--- config.mk ---
export PLATFORM = sky130hd
export DESIGN_NAME = ild_len_decoder
export DESIGN_NICKNAME = d
export VERILOG_FILES = /design/src/rtl/ild_pkg.sv /design/src/rtl/ild_pfx_scan.sv /design/src/rtl/ild_opc_class.sv /design/src/rtl/ild_modrm_calc.sv /design/src/rtl/ild_len_decoder.sv
export SDC_FILE = /design/constraint.sdc
export NUM_CORES = 1
export LEC_CHECK = 0
export BUFFER_PORTS_ARGS = -buffer_cell sky130_fd_sc_hd__clkbuf_2
export CAP_MARGIN = 20
export CORE_ASPECT_RATIO = 1.2
export CORE_MARGIN = 2
export CORE_UTILIZATION = 36
export DETAILED_ROUTE_END_ITERATION = 8
export GPL_TIMING_DRIVEN = 1
export PLACE_DENSITY = 0.57
export RECOVER_POWER = 100
export SETUP_SLACK_MARGIN = 0.1
export SLEW_MARGIN = 20
export SYNTH_ARGS = -nofsm -noshare
export SYNTH_HDL_FRONTEND = slang
export SYNTH_HIERARCHICAL = 1
export SYNTH_SLANG_ARGS = --single-unit
--- constraint.sdc ---
create_clock -name clk -period 1 [get_ports clk]
set_clock_uncertainty 0.15 [all_clocks]
set_input_delay 0.2 -clock clk [delete_from_list [all_inputs] [get_ports clk]]
set_output_delay 0.2 -clock clk [all_outputs]
set_load 0.05 [all_outputs]
--- src/rtl/ild_pkg.sv ---
package ild_pkg;

   typedef enum logic [0:0] {
      IMM_NONE = 1'b0,
      IMM_OPSZ = 1'b1
   } imm_kind_e;

   typedef struct packed {
      logic      known;
      logic      two_byte;
      logic      needs_modrm;
      imm_kind_e imm;
   } opc_info_t;

   localparam logic [7:0] OPSZ_PFX   = 8'h66;
   localparam logic [7:0] ESCAPE_OPC = 8'h0F;

   function automatic logic is_legacy_pfx(input logic [7:0] b);
      case (b)
         8'h26, 8'h2E, 8'h36, 8'h3E, 8'h64, 8'h65,
         8'h66, 8'h67, 8'hF0, 8'hF2, 8'hF3: return 1'b1;
         default:                          return 1'b0;
      endcase
   endfunction

   function automatic logic is_ext_pfx(input logic [7:0] b);
      return b[7:4] == 4'h4;
   endfunction

endpackage

--- src/rtl/ild_pfx_scan.sv ---
module ild_pfx_scan
   import ild_pkg::*;
#(
   parameter int WIN_BYTES  = 15,
   parameter int MAX_LEGACY = 4,
   parameter int LEN_W      = 5
) (
   input  logic [WIN_BYTES*8-1:0] window,
   output logic [LEN_W-1:0]       pfx_cnt,
   output logic                   too_many,
   output logic                   ext_w,
   output logic                   opsz_seen
);
   localparam int SLOTS = MAX_LEGACY + 1;

   logic [SLOTS-1:0] leg;
   logic [SLOTS-1:0] run;
   logic [SLOTS-1:0] is66;

   for (genvar i = 0; i < SLOTS; i++) begin : g_slot
      logic [7:0] b;
      assign b       = window[i*8 +: 8];
      assign leg[i]  = is_legacy_pfx(b);
      assign is66[i] = (b == OPSZ_PFX);
      if (i == 0) begin : g_head
         assign run[i] = leg[i];
      end else begin : g_tail
         assign run[i] = run[i-1] & leg[i];
      end
   end

   logic [LEN_W-1:0] leg_cnt;
   logic [7:0]       ext_b;
   logic             ext_hit;
   logic [2:0]       unused_ext_bits;

   assign too_many        = run[SLOTS-1];
   assign leg_cnt         = LEN_W'($countones(run[SLOTS-2:0]));
   assign ext_b           = window[int'(leg_cnt)*8 +: 8];
   assign ext_hit         = !too_many && is_ext_pfx(ext_b);
   assign ext_w           = ext_hit & ext_b[3];
   assign unused_ext_bits = ext_b[2:0];
   assign opsz_seen       = |(run[SLOTS-2:0] & is66[SLOTS-2:0]);
   assign pfx_cnt         = leg_cnt + LEN_W'(ext_hit);

endmodule

--- src/rtl/ild_opc_class.sv ---
module ild_opc_class
   import ild_pkg::*;
(
   input  logic [7:0] op0,
   input  logic [7:0] op1,
   output opc_info_t  info
);
   always_comb begin
      info = '{known: 1'b0, two_byte: 1'b0, needs_modrm: 1'b0, imm: IMM_NONE};
      if (op0 == ESCAPE_OPC) begin
         info.two_byte = 1'b1;
         case (op1)
            8'hAF, 8'hB6: begin
               info.known       = 1'b1;
               info.needs_modrm = 1'b1;
            end
            8'h0B:   info.known = 1'b1;
            default: info.known = 1'b0;
         endcase
      end else if (op0[7:3] == 5'b11011) begin
         info.known       = 1'b1;
         info.needs_modrm = 1'b1;
      end else begin
         case (op0)
            8'h01, 8'h03, 8'h89, 8'h8B: begin
               info.known       = 1'b1;
               info.needs_modrm = 1'b1;
            end
            8'hC7: begin
               info.known       = 1'b1;
               info.needs_modrm = 1'b1;
               info.imm         = IMM_OPSZ;
            end
            8'h90:   info.known = 1'b1;
            default: info.known = 1'b0;
         endcase
      end
   end
endmodule

--- src/rtl/ild_modrm_calc.sv ---
module ild_modrm_calc (
   input  logic       present,
   input  logic [7:0] modrm,
   input  logic [7:0] sib,
   output logic       has_sib,
   output logic [2:0] disp_sz
);
   logic [1:0] mode;
   logic [2:0] rm;
   logic [2:0] base;
   logic [7:0] unused_fields;

   assign mode          = modrm[7:6];
   assign rm            = modrm[2:0];
   assign base          = sib[2:0];
   assign unused_fields = {modrm[5:3], sib[7:3]};

   always_comb begin
      has_sib = present && (mode != 2'b11) && (rm == 3'd4);
      disp_sz = 3'd0;
      if (present) begin
         case (mode)
            2'b01: disp_sz = 3'd1;
            2'b10: disp_sz = 3'd4;
            2'b00: begin
               if (rm == 3'd5)                     disp_sz = 3'd4;
               else if (has_sib && base == 3'd5)   disp_sz = 3'd4;
            end
            default: disp_sz = 3'd0;
         endcase
      end
   end
endmodule

--- src/rtl/ild_len_decoder.sv ---
module ild_len_decoder
   import ild_pkg::*;
#(
   parameter int WIN_BYTES  = 15,
   parameter int MAX_LEGACY = 4,
   parameter int MAX_LEN    = 15,
   parameter bit OPSZ_IMM16 = 1'b1,
   localparam int WORST     = MAX_LEGACY + 1 + 2 + 1 + 1 + 4 + 4,
   localparam int LEN_W     = $clog2(WORST + 1)
) (
   input  logic                   clk,
   input  logic                   rst_n,
   input  logic                   in_valid,
   input  logic [WIN_BYTES*8-1:0] in_bytes,
   output logic                   out_valid,
   output logic                   out_invalid,
   output logic [LEN_W-1:0]       out_len,
   output logic [LEN_W-1:0]       out_pfx_cnt,
   output logic                   out_rex_w,
   output logic [LEN_W-1:0]       out_opc_off,
   output logic [1:0]             out_opc_sz,
   output logic                   out_has_modrm,
   output logic [LEN_W-1:0]       out_modrm_off,
   output logic                   out_has_sib,
   output logic [LEN_W-1:0]       out_sib_off,
   output logic [LEN_W-1:0]       out_disp_off,
   output logic [2:0]             out_disp_sz,
   output logic [LEN_W-1:0]       out_imm_off,
   output logic [2:0]             out_imm_sz
);
   localparam logic [LEN_W-1:0] MAX_LEN_V = LEN_W'(MAX_LEN);

   if (MAX_LEGACY < 1) begin : g_bad_legacy
      $error("MAX_LEGACY must be at least 1");
   end
   if (WIN_BYTES < MAX_LEN) begin : g_bad_window
      $error("window narrower than the longest legal instruction");
   end
   if (WIN_BYTES < MAX_LEGACY + 5) begin : g_bad_reach
      $error("window cannot reach the index byte");
   end

   function automatic logic [7:0] fetch(input logic [LEN_W-1:0] idx);
      if (int'(idx) < WIN_BYTES) return in_bytes[int'(idx)*8 +: 8];
      return 8'h00;
   endfunction

   // prefix stage
   logic [LEN_W-1:0] pfx_cnt;
   logic             too_many;
   logic             ext_w;
   logic             opsz_seen;

   ild_pfx_scan #(
      .WIN_BYTES (WIN_BYTES),
      .MAX_LEGACY(MAX_LEGACY),
      .LEN_W     (LEN_W)
   ) u_pfx (
      .window   (in_bytes),
      .pfx_cnt  (pfx_cnt),
      .too_many (too_many),
      .ext_w    (ext_w),
      .opsz_seen(opsz_seen)
   );

   // opcode stage
   opc_info_t info;
   logic [7:0] op0, op1;
   assign op0 = fetch(pfx_cnt);
   assign op1 = fetch(pfx_cnt + LEN_W'(1));

   ild_opc_class u_opc (
      .op0 (op0),
      .op1 (op1),
      .info(info)
   );

   // addressing stage
   logic [1:0]       opc_sz;
   logic [LEN_W-1:0] modrm_off, sib_off, disp_off, imm_off, len;
   logic             has_sib;
   logic [2:0]       disp_sz, imm_sz;

   assign opc_sz    = info.two_byte ? 2'd2 : 2'd1;
   assign modrm_off = pfx_cnt + LEN_W'(opc_sz);

   ild_modrm_calc u_modrm (
      .present(info.needs_modrm),
      .modrm  (fetch(modrm_off)),
      .sib    (fetch(modrm_off + LEN_W'(1))),
      .has_sib(has_sib),
      .disp_sz(disp_sz)
   );

   // immediate sizing variant
   if (OPSZ_IMM16) begin : g_imm_opsz
      assign imm_sz = (info.imm == IMM_NONE) ? 3'd0 :
                      (opsz_seen && !ext_w)  ? 3'd2 : 3'd4;
   end else begin : g_imm_fixed
      logic unused_opsz;
      assign unused_opsz = opsz_seen;
      assign imm_sz      = (info.imm == IMM_NONE) ? 3'd0 : 3'd4;
   end

   assign sib_off  = modrm_off + LEN_W'(info.needs_modrm);
   assign disp_off = sib_off + LEN_W'(has_sib);
   assign imm_off  = disp_off + LEN_W'(disp_sz);
   assign len      = imm_off + LEN_W'(imm_sz);

   logic bad;
   assign bad = too_many || !info.known || (len > MAX_LEN_V);

   always_ff @(posedge clk or negedge rst_n) begin
      if (!rst_n) begin
         out_valid     <= 1'b0;
         out_invalid   <= 1'b0;
         out_len       <= '0;
         out_pfx_cnt   <= '0;
         out_rex_w     <= 1'b0;
         out_opc_off   <= '0;
         out_opc_sz    <= '0;
         out_has_modrm <= 1'b0;
         out_modrm_off <= '0;
         out_has_sib   <= 1'b0;
         out_sib_off   <= '0;
         out_disp_off  <= '0;
         out_disp_sz   <= '0;
         out_imm_off   <= '0;
         out_imm_sz    <= '0;
      end else begin
         out_valid   <= in_valid;
         out_invalid <= in_valid && bad;
         if (in_valid && !bad) begin
            out_len       <= len;
            out_pfx_cnt   <= pfx_cnt;
            out_rex_w     <= ext_w;
            out_opc_off   <= pfx_cnt;
            out_opc_sz    <= opc_sz;
            out_has_modrm <= info.needs_modrm;
            out_modrm_off <= modrm_off;
            out_has_sib   <= has_sib;
            out_sib_off   <= sib_off;
            out_disp_off  <= disp_off;
            out_disp_sz   <= disp_sz;
            out_imm_off   <= imm_off;
            out_imm_sz    <= imm_sz;
         end else begin
            out_len       <= '0;
            out_pfx_cnt   <= '0;
            out_rex_w     <= 1'b0;
            out_opc_off   <= '0;
            out_opc_sz    <= '0;
            out_has_modrm <= 1'b0;
            out_modrm_off <= '0;
            out_has_sib   <= 1'b0;
            out_sib_off   <= '0;
            out_disp_off  <= '0;
            out_disp_sz   <= '0;
            out_imm_off   <= '0;
            out_imm_sz    <= '0;
         end
      end
   end
endmodule

### After elaboration in Yosys (flattened, before gate mapping)

Cells that the tools add are included.

* mux-type cells: 48
* order comparisons: 5
* add/sub/neg operators: 11
* bitwise operators: 6
* eq/ne operators: 73
* shift operators: 5
* reduce and logical (&&, ||, !) cells: 24

Operators by type and width (count)
* 120-bit by 9-bit indexed part select with 8-bit output: 4
* 8-bit == test, second input constant: 21
* 8-bit by 6-bit == test with 1-bit output, second input constant: 20
* 8-bit by 7-bit == test with 1-bit output, second input constant: 20
* 120-bit by 9-bit indexed part select with 3-bit output: 1
* 11-bit OR reduction: 5
* 8-bit two-way mux: 6
* 5-bit two-way mux: 6
* 3-bit two-way mux: 9
* 1-bit two-way mux: 24
* 5-bit by 4-bit < comparator with 1-bit output, second input constant: 4
* 8-bit by 4-bit == test with 1-bit output, second input constant: 2
* 5-bit by 1-bit adder with 5-bit output: 3
* 5-bit by 1-bit adder with 5-bit output, second input constant: 2
* 5-bit by 3-bit adder with 5-bit output: 2
* 3-bit == test, second input constant: 3
* 3-bit one-hot mux with 3 select lines: 1
* 8-bit by 1-bit == test with 1-bit output, second input constant: 1
* 8-bit by 2-bit == test with 1-bit output, second input constant: 1
* 1-bit logical AND: 7
* 6-bit OR reduction: 1
* 5-bit by 2-bit adder with 5-bit output: 1
* 5-bit adder: 1
* 1-bit AND: 5
* 16 further kinds: 22

* bits in registers: 43
* output and inout port bits: 48
* input bits: 123
* word-level logic and storage cells: 186

### Depth between registers and ports, before layout

Gate-level depths: netlist of the first run.

* depth in word-level cells: 37
* gate-level depth with buffers: 51
* mapped depth without buffers: 44

### Cells and area by module

Netlist of the first run, hierarchy kept.

By module, submodules not included
* ild_len_decoder: cells each 568, area each 6488.7 µm², sequential area each 1026.0 µm², instances 1
* ild_pfx_scan: cells each 95, area each 705.7 µm², sequential area each 0.0 µm², instances 1
* ild_opc_class: cells each 25, area each 165.2 µm², sequential area each 0.0 µm², instances 1
* ild_modrm_calc: cells each 11, area each 86.3 µm², sequential area each 0.0 µm², instances 1

### Worst setup path before layout of the first run

Ideal clock, no wire load.

* path type: in2reg
* start point: in in_bytes[31]
* end point: reg out_invalid
* arrival time: 10.407 ns
* setup slack: -9.686 ns
* data required time: 0.721 ns
* path buffers: 6
* library setup time: 0.129 ns
* cell stages on the path: 41
* cells stage by stage: and4bb_2 > o2111ai_2 > o21ai_0 > and2_1 > ha_1 > ha_1 > a221oi_1 > a31oi_1 > mux2i_1 > a21oi_1 > ha_1 > fa_1 > clkbuf_1 > buf_1 > mux4_2 > mux4_2 > nor2b_1 > and3_1 > (+5 left out) > buf_2 > inv_1 > ha_1 > clkbuf_1 > buf_1 > mux4_2 > mux4_1 > and2_1 > nand3b_1 > a221oi_2 > ha_1 > a21oi_1 > or3_1 > mux2i_1 > o211ai_2 > and3_1 > buf_6 > o41a_1

RTL lines
* from (decl): RTL line ild_len_decoder.sv:14 `input logic [WIN_BYTES*8-1:0] in_bytes,`
* to (signal assigned): RTL line ild_len_decoder.sv:132 `out_invalid <= in_valid && bad;`
* to (decl): RTL line ild_len_decoder.sv:16 `output logic out_invalid,`

==> out/results.tsv, run 1 <==
metric	value	unit
Die ar.	0.01920	sq mm
fin. max-slew vios	0	
layout cell share with drive strength beyond 1	68.90	%
clock buffer depth	2	
vias per cell	5.716	
initial antenna violation count	1	
Achievable Freq	0.1042	GHz
final period utilization	959.4	%
Final setup viols	84	
sequential power share	23.1	%
Worst setup SP type	input pin	
Top-Level Pins	171	
GPL Wtd Cong	0.9494	
most frequent cells in the layout	buf_4 (268), clkbuf_2 (121), mux4_2 (93)	
Ys Warns	6	
status	complete, but fails checks	
DR DRC count	0	
Pwr per Cell Area	659.5	mW/mm^2
syn avg cell area	10.36	sq um
Inst Count DP	1221	
capture point of the worst path	out_sib_off[4]	
Cell Rows	53	
Worst Path Class, Setup	input pin to flip-flop	
# port buffers	169	
H-tree Lvls	2	
Leak Pwr	4.740	nW
Die W	126.8	um
hold path start	in_valid	
Max VDD drop	0.0006969	V
max_cap viols	0	
CP Data Arrival Time	9610	ps
first-pass GRT wire length	40.72	mm
Switching Share	32.00	%
synthesized area	0.006518	sq mm
Area after DPL	0.009669	sq mm
final non-filler cell total	1265	
critical path depth	43	
hpwl dp	21.29	mm
Root Driver	clkbuf_16	
failing checks	setup timing	
Starting Density	36.95	%
net load switching power	2.337	mW
delay-heaviest family, CP	adder cells	
TritonCTS clock tree	yes	
CTS clock-pin slew for the worst setup and hold paths	60	ps
post-route setup TNS	-324580	ps
clock power share	24.2	%
worst hold-check path type	input pin to flip-flop	
All-Layer GR Usage	27.48	%
hold_ws	44.06	ps
Critical Path Sink Type	flip-flop	
CTS buffer count	5	
worst slew pin tran	581.4	ps
setup ws final	-8594	ps
Critical path buffers and inverters	10	
CP max stage cell	fa_2	
CP required	1020	ps
P&R area growth vs syn	69.94	%
RSZ-0062 raised after global routing	yes	
Max transition margin	60.70	%
number of DRC markers in iteration 0	360	
Int Pwr	4.967	mW
Total Nets Final	1187	
Logic pwr share	52.7	%
most common cell after layout, fill and taps aside	buf_4	
global route overflow	0	
critical path launch point	in_bytes[10]	
# clock sinks	41	
number of global-route vias before repair	7759	
router iterations before antenna repair	5	
post-route ant nets	0	
Hold Fails Final Rpt	0	
total number of vias	7231	
Worst Path Max Fanout	8	
largest net degree at the start of global routing	42	
min cycle time layout	9594	ps
diode count	0	
WL final	26.80	mm
fin area	0.01108	sq mm
Syn Inst Count	629	
pre-CTS setup slack	-8864	ps
core box area	0.01764	sq mm
drt wl/cell	21.18	um
Max stage delay on crit path	710	ps
Die H	151.4	um
## how the worst min path moves through the flow
stage / depth (start not counted) / end
after global routing: 2 / out_valid
after global placement: 2 / out_len[4]
final: 2 / out_valid
after floorplan: 0 / out_disp_off[0]
after CTS: 2 / out_valid
after detailed placement: 2 / out_len[4]
## per-stage QoR
step | total power [mW] | util [%]
after floorplan | 3.599 | -
after global placement | 5.126 | 54.82
after detailed placement | 5.212 | 54.82
after CTS | 7.193 | 61.05
after global routing | 7.652 | 62.79
final | 7.304 | 62.79
## power groups by stage
stage / clock network, mW / logic [mW] / registers (mW)
after global routing: 1.89 / 4.08 / 1.68
after detailed placement: 0 / 3.50 / 1.71
after global placement: 0 / 3.42 / 1.71
final: 1.77 / 3.85 / 1.68
after CTS: 1.79 / 3.73 / 1.68
after floorplan: 0 / 1.84 / 1.76
## flip-flops by register name, indices dropped and copies added (netlist names)
signal,flops
out_opc_sz,2
out_sib_off,5
out_has_modrm,1
out_valid,1
out_modrm_off,5
out_imm_off,5
out_rex_w,1
out_len,4
out_disp_off,5
out_imm_sz,2
out_invalid,1
out_opc_off,5
out_disp_sz,3
out_has_sib,1
## timing repair
action	4_1_cts	5_1_grt
pin swaps	40	30
endpoints found under the setup margin	84	84
hold endpoints to repair	41	0
gates resized for setup	143	90
setup buffers	24	8
cloned	3	0
hold buffers	1	0
## cell type report
class | count | area [sq um]
fillers | 1453 | 6564
multi-input cells | 506 | 5569
repair buffers | 472 | 3920
flip-flops and latches | 41 | 1070
well taps | 220 | 275.3
clock buffers | 6 | 128.9
inverters | 18 | 77.57
clock inverters | 2 | 35.03
## routing by layer
layer	track usage [%]	wire length, um	vias to the layer above
li1	-	-	3267
met1	30.01	9295	3518
met2	50.83	14220	353
met3	3.532	1608	91
met4	16.43	1667	2
met5	0	8	-
Power figures use the tool's default switching activity.
==> run 2: changes to the inputs <==
CORE_ASPECT_RATIO = 1.4   (was 1.2)
==> run 2 against run 1 <==
The run still ends with setup timing left. Sequential share of layout area down 0.64 points. Cell area increased by 7.1%. Combinational power rose by 8.3%. Critical path depth up 26. Flip-flop and latch count did not move. Setup slack lost 150 ps. Largest power group unchanged. Highest routed layer is now met4.
==> out/results.tsv, run 2 (same netlist as run 1, synthesis figures left out) <==
metric	value	unit
initial antenna violation count	0	
total number of vias	7804	
worst slew pin tran	572.5	ps
clock buffer depth	2	
status	complete, but fails checks	
# port buffers	169	
Total Nets Final	1243	
min cycle time layout	9741	ps
All-Layer GR Usage	29.42	%
net load switching power	2.555	mW
layout cell share with drive strength beyond 1	71.30	%
Die W	117.7	um
Worst Path Max Fanout	6	
CTS buffer count	5	
GPL Wtd Cong	0.9304	
Die ar.	0.01921	sq mm
H-tree Lvls	2	
hold path start	in_valid	
Top cell by count, worst path	buf_4	
pre-CTS setup slack	-9154	ps
first-pass GRT wire length	43.82	mm
Cell Rows	58	
Starting Density	36.51	%
Final setup viols	84	
post-route setup TNS	-329890	ps
sequential power share	21.9	%
Tot Pwr	7.707	mW
WL final	29.85	mm
Achievable Freq	0.1027	GHz
most frequent cells in the layout	buf_4 (316), clkbuf_2 (120), mux4_2 (92)	
clock power share	24.1	%
Max transition margin	61.29	%
setup ws final	-8741	ps
core box area	0.01785	sq mm
# clock sinks	41	
Inst Count DP	1230	
global route overflow	0	
Die H	163.2	um
post-route ant nets	0	
CP required	1020	ps
Worst setup SP type	input pin	
Leak Pwr	5.085	nW
final period utilization	974.1	%
WHS Path Cells	2	
failing checks	setup timing	
Top-Level Pins	171	
drt wl/cell	22.26	um
Switching Share	33.15	%
number of global-route vias before repair	8189	
Critical Path Sink Type	flip-flop	
DR DRC count	0	
RSZ-0062 raised after global routing	yes	
router iterations before antenna repair	5	
Worst Path Class, Setup	input pin to flip-flop	
Int Pwr	5.152	mW
most common cell after layout, fill and taps aside	buf_4	
hpwl dp	21.46	mm
Hold Fails Final Rpt	0	
Logic pwr share	54.1	%
max_cap viols	0	
number of DRC markers in iteration 0	626	
worst hold-check path type	input pin to flip-flop	
diode count	0	
Max VDD drop	0.0005707	V
vias per cell	5.820	
P&R area growth vs syn	82.03	%
Pwr per Cell Area	649.6	mW/mm^2
Hold EP	out_invalid	
CP Data Arrival Time	9760	ps
fin. max-slew vios	0	
CTS clock-pin slew for the worst setup and hold paths	60	ps
final non-filler cell total	1341	
largest net degree at the start of global routing	42	
Max stage delay on crit path	370	ps
CP max stage cell	o41a_1	
TritonCTS clock tree	yes	
hold_ws	73.58	ps
critical path launch point	in_bytes[15]	
Root Driver	clkbuf_16	
-- run 2: cell types whose count changed in the layout (fill, tap and decap cells not counted), moves of 3 or more --
cell,previous run,this run
o21ai_0,21,25
nor3_2,22,13
mux2i_1,28,25
nor3_4,0,11
a211oi_1,5,2
mux2i_2,2,6
buf_12,16,22
buf_4,268,316
a211oi_2,2,5
o21ai_1,9,6
-- run 2: worst max-delay path by stage --
| stage | endpoint | slack, ps | cells after the start |
|---|---|---|---|
| after floorplan | out_invalid | -8120 | 43 |
| after global placement | out_sib_off[1] | -8940 | 44 |
| after detailed placement | out_sib_off[4] | -9150 | 40 |
| after CTS | out_invalid | -8310 | 41 |
| after global routing | out_imm_off[1] | -9030 | 50 |
| final | out_invalid | -8740 | 69 |
-- run 2: critical path, delay by kind of cell --
kind,cells,cell delay (ps)
buffers and inverters,51,6290
AOI/OAI and AO/OA,10,1810
and+or+nand+nor,6,820
adders and majority gates,2,590
-- run 2: through the flow --
stage                     util, %  area [sq um]
final                       66.46         11860
after CTS                   63.98         11420
after global routing        66.46         11860
after detailed placement    53.98          9637
after floorplan                 -          6863
after global placement      53.98          9637
-- run 2: per-layer routing --
layer | track usage, % | share of wire (%)
met2 | 54.47 | 53
met5 | 0 | 0
met4 | 23.00 | 8.3
met3 | 4.399 | 6.1
met1 | 29.39 | 33
-- run 2: area by class of cell --
cell class | count | area (sq um)
flip-flops and latches | 41 | 1070
multi-input cells | 506 | 5766
well taps | 240 | 300.3
inverters | 18 | 77.57
clock inverters | 3 | 46.29
fillers | 1399 | 5988
repair buffers | 528 | 4479
clock buffers | 5 | 125.1
-- run 2: what timing repair did --
item	CTS	global route
buffers inserted	84	13
gates resized for setup	164	97
hold endpoints to repair	42	0
gates cloned	5	1
hold buffers	2	0
pin swaps	52	50
endpoints found under the setup margin	84	84
-- run 2: power by group through the flow --
stage                     logic (mW)  clock network, mW  registers [mW]
after global placement          3.46                  0            1.71
final                           4.17               1.85            1.68
after detailed placement        3.52                  0            1.71
after CTS                       3.96               1.82            1.68
after floorplan                 1.84                  0            1.76
after global routing            4.40               1.93            1.69
==> run 3: changes to the inputs <==
RECOVER_POWER = default   (was 100)
==> run 3 against run 2 <==
The run still ends with setup timing left. Hold slack got worse by 25 ps. Global-route usage unchanged. Critical path depth unchanged. Routed wire length about the same. Via count increased by 0.15%. Setup slack about the same. Maximum frequency about the same. First-iteration DRC count unchanged. Flip-flop and latch count unchanged. Sequential power about the same. Largest cell class unchanged.
==> out/results.tsv, run 3 (same netlist as run 1, synthesis figures left out) <==
metric	value	unit
status	complete, but fails checks	
failing checks	setup timing	
Cell Rows	58	
# port buffers	169	
Max stage delay on crit path	370	ps
total number of vias	7816	
Critical Path Sink Type	flip-flop	
Hold Fails Final Rpt	0	
Max VDD drop	0.0005708	V
diode count	0	
CTS buffer count	5	
CP Data Arrival Time	9760	ps
Area after DPL	0.009637	sq mm
vias per cell	5.828	
Pwr per Cell Area	649.5	mW/mm^2
setup ws final	-8741	ps
Achievable Freq	0.1027	GHz
worst slew pin tran	572.5	ps
P&R area growth vs syn	82.18	%
first-pass GRT wire length	43.82	mm
All-Layer GR Usage	29.42	%
hpwl dp	21.46	mm
Die W	117.7	um
Starting Density	36.51	%
WL final	29.85	mm
Die H	163.2	um
final period utilization	974.1	%
Die ar.	0.01921	sq mm
Root Driver	clkbuf_16	
DR DRC count	0	
global route overflow	0	
layout cell share with drive strength beyond 1	71.39	%
fin. max-slew vios	0	
hold_ws	48.80	ps
most common cell after layout, fill and taps aside	buf_4	
Max transition margin	61.29	%
GPL Wtd Cong	0.9304	
min cycle time layout	9741	ps
# fillers	1396	
H-tree Lvls	2	
Total Nets Final	1243	
RSZ-0062 raised after global routing	yes	
post-route ant nets	0	
Leak Pwr	5.091	nW
Final setup viols	84	
Worst Path Max Fanout	6	
number of DRC markers in iteration 0	626	
Top-Level Pins	171	
clock power share	24.0	%
Switching Share	33.14	%
# clock sinks	41	
fin area	0.01187	sq mm
max_cap viols	0	
TritonCTS clock tree	yes	
clock buffer depth	2	
router iterations before antenna repair	5	
Worst setup SP type	input pin	
most frequent cells in the layout	buf_4 (316), clkbuf_2 (121), mux4_2 (92)	
Top cell by count, worst path	buf_4	
Worst Path Class, Setup	input pin to flip-flop	
drt wl/cell	22.26	um
core box area	0.01785	sq mm
largest net degree at the start of global routing	42	
number of global-route vias before repair	8189	
net load switching power	2.556	mW
CP max stage cell	o41a_1	
CTS clock-pin slew for the worst setup and hold paths	60	ps
worst hold-check path type	input pin to flip-flop	
Int Pwr	5.157	mW
Logic pwr share	54.1	%
CP required	1020	ps
sequential power share	21.8	%
initial antenna violation count	0	
==> run 3: cell counts in the layout (fill, tap and decap cells not counted) <==
No cell type changed its count.
==> run 3: power by group through the flow <==
| stage | registers, mW | clock network [mW] | logic [mW] |
|---|---|---|---|
| after detailed placement | 1.71 | 0 | 3.52 |
| final | 1.68 | 1.85 | 4.17 |
| after global routing | 1.69 | 1.93 | 4.40 |
| after CTS | 1.68 | 1.82 | 3.96 |
| after global placement | 1.71 | 0 | 3.46 |
| after floorplan | 1.76 | 0 | 1.84 |
==> run 3: per-layer routing <==
metal / wire (um) / global-route usage (%) / share of wire [%] / up-vias
met4: 2486 / 23.00 / 8.3 / 0
met1: 9752 / 29.39 / 33 / 3807
met5: 0 / 0 / 0 / -
met3: 1808 / 4.399 / 6.1 / 169
li1: - / - / - / 3388
met2: 15800 / 54.47 / 53 / 452
==> run 3: worst paths after layout <==
check,start,endpoint,cells after the start
max in group asynchronous,rst_n,out_imm_sz[1],3
min in group asynchronous,rst_n,out_imm_off[0],3
hold / removal,in_valid,out_invalid,2
setup / recovery,in_bytes[15],out_invalid,69
==> run 3: repair_timing <==
item,4_1_cts,5_1_grt
endpoints found under the setup margin,84,84
endpoints found under the hold margin,42,0
hold buffers,2,0
pin swaps,52,50
gates cloned,5,1
setup buffers,84,13
gates resized for setup,164,97
==> run 3: stage by stage <==
step / TNS [ps] / utilization [%] / setup WS, ps / total power, mW / std cells
detailed placement: -336110 / 53.98 / -9154 / 5.225 / 1230
finish: -329890 / 66.51 / -8741 / 7.713 / 1341
global placement: -328570 / 53.98 / -8937 / 5.163 / 1230
floorplan: -298150 / - / -8125 / 3.599 / 630
global route: -341840 / 66.51 / -9031 / 8.013 / 1341
CTS: -315200 / 63.98 / -8306 / 7.463 / 1329
==> run 3: area by class of cell <==
cell class | count | area, sq um | area share (%)
multi-input cells | 506 | 5766 | 48.56
clock buffers | 5 | 125.1 | 1.054
clock inverters | 3 | 46.29 | 0.3899
flip-flops and latches | 41 | 1070 | 9.010
inverters | 18 | 77.57 | 0.6533
well taps | 240 | 300.3 | 2.529
repair buffers | 528 | 4489 | 37.81
==> run 3: worst max-delay path, delay by kind of cell <==
kind | cells | cell delay [ps]
compound gates | 10 | 1810
fa+ha+maj | 2 | 590
buf+inv | 51 | 6290
simple gates | 6 | 820
